<file path="src/rtl/intr_gate_pkg.sv">
package intr_gate_pkg;

   localparam logic [2:0] CLS_PLAIN = 3'd0;
   localparam logic [2:0] CLS_HOLD  = 3'd1;
   localparam logic [2:0] CLS_EN    = 3'd2;
   localparam logic [2:0] CLS_DIS   = 3'd3;
   localparam logic [2:0] CLS_BRK   = 3'd4;

   function automatic logic cls_is_hold(input logic [2:0] c);
      return (c == CLS_HOLD) || (c == CLS_EN) || (c == CLS_DIS);
   endfunction

endpackage

</file>
<file path="src/rtl/intr_cls_decode.sv">
module intr_cls_decode
   import intr_gate_pkg::*;
(
   input  logic       done_i,
   input  logic [2:0] cls_i,
   output logic       bound_ok_o,
   output logic       ie_set_o,
   output logic       ie_clr_o
);

   logic hold_w;
   logic brk_w;

   always_comb begin
      hold_w     = cls_is_hold(cls_i);
      brk_w      = (cls_i == CLS_BRK);
      bound_ok_o = done_i && !hold_w && !brk_w;
      ie_set_o   = done_i && (cls_i == CLS_EN);
      ie_clr_o   = done_i && ((cls_i == CLS_DIS) || brk_w);
   end

endmodule

</file>
<file path="src/rtl/intr_req_bank.sv">
module intr_req_bank #(
   parameter int N_SRC = 16
) (
   input  logic             clk,
   input  logic             rst,
   input  logic [N_SRC-1:0] set_i,
   input  logic [N_SRC-1:0] clr_i,
   input  logic             mask_we_i,
   input  logic [N_SRC-1:0] mask_wd_i,
   output logic [N_SRC-1:0] pend_o,
   output logic [N_SRC-1:0] mask_o
);

   for (genvar g = 0; g < N_SRC; g++) begin : g_bit
      logic pend_q;
      logic mask_q;

      always_ff @(posedge clk) begin
         if (rst) begin
            pend_q <= 1'b0;
            mask_q <= 1'b1;
         end else begin
            pend_q <= (pend_q && !clr_i[g]) || set_i[g];
            if (mask_we_i) mask_q <= mask_wd_i[g];
         end
      end

      assign pend_o[g] = pend_q;
      assign mask_o[g] = mask_q;
   end

   AST_CLR_ONEHOT: assert property (@(posedge clk) disable iff (rst)
      $onehot0(clr_i));
   AST_CLR_ONLY_PENDING: assert property (@(posedge clk) disable iff (rst)
      ((clr_i & ~pend_o) == '0));

endmodule

</file>
<file path="src/rtl/intr_prio_pick.sv">
module intr_prio_pick #(
   parameter int N_SRC      = 16,
   parameter int PICK_STYLE = 0,
   localparam int ID_W      = (N_SRC > 1) ? $clog2(N_SRC) : 1
) (
   input  logic             clk,
   input  logic             rst,
   input  logic [N_SRC-1:0] req_i,
   output logic [N_SRC-1:0] grant_o,
   output logic [ID_W-1:0]  id_o,
   output logic             any_o
);

   if (PICK_STYLE == 0) begin : g_chain
      logic [N_SRC:0] seen;
      assign seen[0] = 1'b0;
      for (genvar g = 0; g < N_SRC; g++) begin : g_stage
         assign grant_o[g]  = req_i[g] && !seen[g];
         assign seen[g+1]   = seen[g] || req_i[g];
      end
   end else begin : g_isolate
      logic [N_SRC-1:0] neg_w;
      assign neg_w   = ~req_i + {{(N_SRC-1){1'b0}}, 1'b1};
      assign grant_o = req_i & neg_w;
   end

   always_comb begin
      id_o = '0;
      for (int i = 0; i < N_SRC; i++) begin
         if (grant_o[i]) id_o = id_o | ID_W'(i);
      end
   end

   assign any_o = |req_i;

   AST_GRANT_ONEHOT: assert property (@(posedge clk) disable iff (rst)
      $onehot0(grant_o));
   AST_GRANT_IF_ANY: assert property (@(posedge clk) disable iff (rst)
      any_o |-> ($countones(grant_o) == 1));
   AST_GRANT_FROM_REQ: assert property (@(posedge clk) disable iff (rst)
      ((grant_o & ~req_i) == '0));

endmodule

</file>
<file path="src/rtl/intr_ack_gate.sv">
module intr_ack_gate
   import intr_gate_pkg::*;
#(
   parameter int N_SRC      = 16,
   parameter int PICK_STYLE = 0,
   localparam int ID_W      = (N_SRC > 1) ? $clog2(N_SRC) : 1
) (
   input  logic             clk,
   input  logic             rst,
   input  logic             instr_done_i,
   input  logic [2:0]       instr_cls_i,
   input  logic [N_SRC-1:0] irq_set_i,
   input  logic             mask_we_i,
   input  logic [N_SRC-1:0] mask_wd_i,
   output logic             ack_o,
   output logic [ID_W-1:0]  ack_id_o,
   output logic             save_jump_o,
   output logic             ie_o,
   output logic [N_SRC-1:0] pend_o
);

   if (N_SRC < 2 || N_SRC > 64) begin : g_bad_width
      $error("intr_ack_gate: N_SRC must lie in 2..64");
   end
   if (PICK_STYLE != 0 && PICK_STYLE != 1) begin : g_bad_style
      $error("intr_ack_gate: PICK_STYLE must be 0 or 1");
   end

   logic             bound_ok;
   logic             ie_set;
   logic             ie_clr;
   logic [N_SRC-1:0] mask_w;
   logic [N_SRC-1:0] elig_w;
   logic [N_SRC-1:0] grant_w;
   logic [N_SRC-1:0] clr_w;
   logic [ID_W-1:0]  gid_w;
   logic             any_w;
   logic             take_w;
   logic             ie_q;
   logic             ack_q;
   logic [ID_W-1:0]  id_q;

   intr_cls_decode i_dec (
      .done_i     (instr_done_i),
      .cls_i      (instr_cls_i),
      .bound_ok_o (bound_ok),
      .ie_set_o   (ie_set),
      .ie_clr_o   (ie_clr)
   );

   assign elig_w = pend_o & ~mask_w;

   intr_prio_pick #(
      .N_SRC      (N_SRC),
      .PICK_STYLE (PICK_STYLE)
   ) i_pick (
      .clk     (clk),
      .rst     (rst),
      .req_i   (elig_w),
      .grant_o (grant_w),
      .id_o    (gid_w),
      .any_o   (any_w)
   );

   assign take_w = bound_ok && ie_q && any_w;
   assign clr_w  = take_w ? grant_w : '0;

   intr_req_bank #(
      .N_SRC (N_SRC)
   ) i_bank (
      .clk       (clk),
      .rst       (rst),
      .set_i     (irq_set_i),
      .clr_i     (clr_w),
      .mask_we_i (mask_we_i),
      .mask_wd_i (mask_wd_i),
      .pend_o    (pend_o),
      .mask_o    (mask_w)
   );

   always_ff @(posedge clk) begin
      if (rst) begin
         ie_q  <= 1'b0;
         ack_q <= 1'b0;
         id_q  <= '0;
      end else begin
         ack_q <= take_w;
         if (take_w) id_q <= gid_w;
         if (take_w)      ie_q <= 1'b0;
         else if (ie_set) ie_q <= 1'b1;
         else if (ie_clr) ie_q <= 1'b0;
      end
   end

   assign ack_o       = ack_q;
   assign save_jump_o = ack_q;
   assign ack_id_o    = id_q;
   assign ie_o        = ie_q;

   AST_ACK_PULSE: assert property (@(posedge clk) disable iff (rst)
      ack_o |=> !ack_o);
   AST_ACK_DROPS_IE: assert property (@(posedge clk) disable iff (rst)
      ack_o |-> !ie_o);
   AST_HOLD_DEFERS: assert property (@(posedge clk) disable iff (rst)
      (instr_done_i && cls_is_hold(instr_cls_i)) |=> !ack_o);
   AST_BRK_NO_ACK: assert property (@(posedge clk) disable iff (rst)
      (instr_done_i && instr_cls_i == CLS_BRK) |=> (!ack_o && !ie_o));
   AST_IDLE_NO_ACK: assert property (@(posedge clk) disable iff (rst)
      !instr_done_i |=> (!ack_o && $stable(ie_o)));
   AST_ACK_NEEDS_IE: assert property (@(posedge clk) disable iff (rst)
      (!ie_o && !instr_done_i) |=> !ack_o);
   AST_EN_SETS_IE: assert property (@(posedge clk) disable iff (rst)
      (instr_done_i && instr_cls_i == CLS_EN) |=> ie_o);

endmodule

</file>
<file path="config.mk">
export PLATFORM = sky130hd
export DESIGN_NAME = intr_ack_gate
export DESIGN_NICKNAME = d
export VERILOG_FILES = /design/src/rtl/intr_gate_pkg.sv /design/src/rtl/intr_cls_decode.sv /design/src/rtl/intr_req_bank.sv /design/src/rtl/intr_prio_pick.sv /design/src/rtl/intr_ack_gate.sv
export SDC_FILE = /design/constraint.sdc
export NUM_CORES = 1
export LEC_CHECK = 0
export CAP_MARGIN = 20
export CORE_MARGIN = 2
export CORE_UTILIZATION = 46
export DETAILED_ROUTE_END_ITERATION = 6
export MAX_ROUTING_LAYER = met4
export PLACE_DENSITY_LB_ADDON = 0.1
export SYNTH_ARGS = -nofsm -noshare
export SYNTH_HDL_FRONTEND = slang
export SYNTH_SLANG_ARGS = --single-unit
</file>
<file path="constraint.sdc">
create_clock -name clk -period 2.73 [get_ports clk]
set_clock_uncertainty 0.15 [all_clocks]
set_input_delay 0.819 -clock clk [delete_from_list [all_inputs] [get_ports clk]]
set_output_delay 0.819 -clock clk [all_outputs]
set_load 0.005 [all_outputs]
</file>
==> out/results.ini <==
[status]
status=completed

[cts]
root_buffer=clkbuf_8
cts_max_level=2
clk-insertion-delay-late_ns=0.29
ctsHoldBuffers=0
cts_setup_buffers=0
path_clk_slew_ns=0.07
cts.repair.resized=0
clock_path_buffers=2
cts_sinks=38
cts_tree=yes
cts_buffers=5

[logic_synthesis]
avgSynthCellArea_sq_um=8.82
synthDistinctLibCells=36
synthFlopType=dfxtp_1
synth_top_area_share_pct=39.0
synth_area_leaders=dfxtp_1 39%, nor2b_1 9.0%, a211o_1 7.2%
synth_top_area_cell=dfxtp_1
synthCells=221
syn-num-nets=260
async_reset_ff_share_pct=0
syn_area_sq_um=1950
synth-seq-cells=38
yosysWarnings=0
synth_edf_count=0
yosysSeqAreaShare_pct=39.0

[setup_path]
cp-end-kind=flop
reg2reg_slack_ns=0.73
r2r_start=i_bank.g_bit[4].pend_q$_SDFF_PP0_
cp_max_fo=4
worstSetupPathType=in -> reg
r2r_end=i_bank.g_bit[3].pend_q$_SDFF_PP0_
required_ns=2.74
critPathCapture=i_bank.g_bit[13].pend_q$_SDFF_PP0_
crit_buf_inv=1
slowest_stage=clkdlybuf4s50_1
critPathTopFamily=simple AND/OR/NAND/NOR gates
cp-start-kind=primary input
critPathArrivalTime_ns=2.49
cp.depth=6
slowest_delay_ns=0.44
startpoint=instr_cls_i[2]
reg2reg_depth=5
path_cells=clkdlybuf4s50_1 -> or3_1 -> a21oi_2 -> nand4_1 -> o31ai_1 -> a21oi_1

[min_path]
hold_path.class=reg -> reg

[layout]
fillers=373
antenna_cells=0
drive_gt1_share_pct=8.39
layout_commonest_cell=clkdlybuf4s50_1
ff_latch_area_sq_um=761
mostFrequentLayoutCells=61 x clkdlybuf4s50_1, 38 x dfxtp_1, 28 x nor2b_1
multi_input_area_sq_um=985
areaGrowthSynthToFinish_pct=34.5
fin_cells=324
fin_area_sq_um=2620
final_nets=312

[grt]
grt_pass1_vias=1617
antenna_found_initial=0
grt_pass1_wl_microns=7310
track_usage_pct=19.1
grt-ovfl-total=0
grt_max_degree=39

[detailed_routing]
dr.first_iter.drc_count=79
postRouteWirelength_microns=4350
vias=1704
routed-wl-met3_microns=225
drtAntennaViolNets=0
drt-met1-wl_microns=2240
vias_per_cell=5.26
drc=0
firstDrtPassIters=4
routed.top_layer=met4
routed-wl-met2_microns=1830
wl_per_cell_microns=13.4

[sta]
worst_slew_pin_slew_ns=0.544
post-route-period-util_pct=90.9
setup_viol=0
fin_crit_ns=2.48
max_slew_margin_pct=63.4
finalHoldViolCount=0
rsz0062_at_grt=false
drv_slew=0
fmax_mhz=403
setup_ws_ns=0.249
tns_ns=0

[floorplanning]
initial_core_util_pct=48.4
core_sq_um=4030
dieArea_sq_um=4770
die_height_microns=69.1
rows=23
ios=62
die_x_microns=69.1

[placement]
routabilityCongestion=0.803
dp_hpwl_microns=3050
portBuffers=61
dp_cells=316
dpl_cell_area_sq_um=2530
pre_cts_ws_ns=-0.0503

[power_and_ir_drop]
p_leak_nw=1.02
finalPower_mw=1.27
ir_drop_mv=0.349
p_per_area_nw_per_um2=485

[job]
maxCapViolCount=0

[metal layers]
metal	up-vias	track usage [%]
li1	876	-
met1	768	25.2
met2	54	28.4
met3	6	5.70
met4	0	5.23
met5	-	-
[final cells by class]
class | count | share of cell area (%)
well taps | 50 | 2.39
multi-input cells | 146 | 37.5
clock buffers | 7 | 3.29
repair buffers | 70 | 25.9
clock inverters | 1 | 0.191
inverters | 12 | 1.72
flip-flops and latches | 38 | 29.0
[flip-flops by register name, summed over array words and instances (netlist names)]
| signal | cells |
|---|---|
| ack_o | 1 |
| i_bank.g_bit.pend_q | 16 |
| ie_o | 1 |
| i_bank.g_bit.mask_q | 16 |
| ack_id_o | 4 |
[synth_stat cells (4+ instances only)]
cell and count:
a211o_1 16, a21oi_1 19, a311oi_1 4, buf_4 17, clkbuf_1 7, dfxtp_1 38, inv_1 12, nand2_1 4
nand2b_1 6, nor2_1 23, nor2b_1 28, o21ai_0 5, o31ai_1 5
[cells by family (layout without fill, tap and decap cells)]
family,Yosys count,count (layout),synth area share (%)
compound gates,64,64,24.5
buf+inv,37,90,10.5
flops,38,38,39.0
simple gates,82,82,26.0
[through the flow]
stage               hold WS (ns)  utilization [%]
CTS                        0.345             65.1
floorplan                  0.307                -
global placement           0.326             62.8
finish                     0.344             65.1
global route               0.373             65.1
detailed placement         0.327             62.8
[worst reg2reg max path: stages, from the launching register on]
cell and delay [ns]:
dfxtp_1 0.34, nor2b_4 0.15, nor4_4 0.55, a41oi_4 0.27, buf_4 0.20, a311oi_1 0.25
[how the worst min path moves through the flow]
stage                                            start                                 end  slack [ns]  cells after the start
floorplan            i_bank.g_bit[2].pend_q$_SDFF_PP0_   i_bank.g_bit[2].pend_q$_SDFF_PP0_        0.31                      2
global placement    i_bank.g_bit[15].pend_q$_SDFF_PP0_  i_bank.g_bit[15].pend_q$_SDFF_PP0_        0.33                      2
CTS                 i_bank.g_bit[15].pend_q$_SDFF_PP0_  i_bank.g_bit[15].pend_q$_SDFF_PP0_        0.35                      2
global route        i_bank.g_bit[15].pend_q$_SDFF_PP0_  i_bank.g_bit[15].pend_q$_SDFF_PP0_        0.37                      2
finish               i_bank.g_bit[8].pend_q$_SDFF_PP0_   i_bank.g_bit[8].pend_q$_SDFF_PP0_        0.34                      2
detailed placement   i_bank.g_bit[9].pend_q$_SDFF_PP0_   i_bank.g_bit[9].pend_q$_SDFF_PP0_        0.33                      2
[where the power goes]
| group | total (mW) | internal (mW) | switching (mW) |
|---|---|---|---|
| combinational | 0.257 | 0.149 | 0.107 |
| sequential | 0.616 | 0.590 | 0.0263 |
| clock | 0.399 | 0.204 | 0.195 |
| total | 1.27 | 0.943 | 0.329 |
Power figures use the tool's default switching activity.
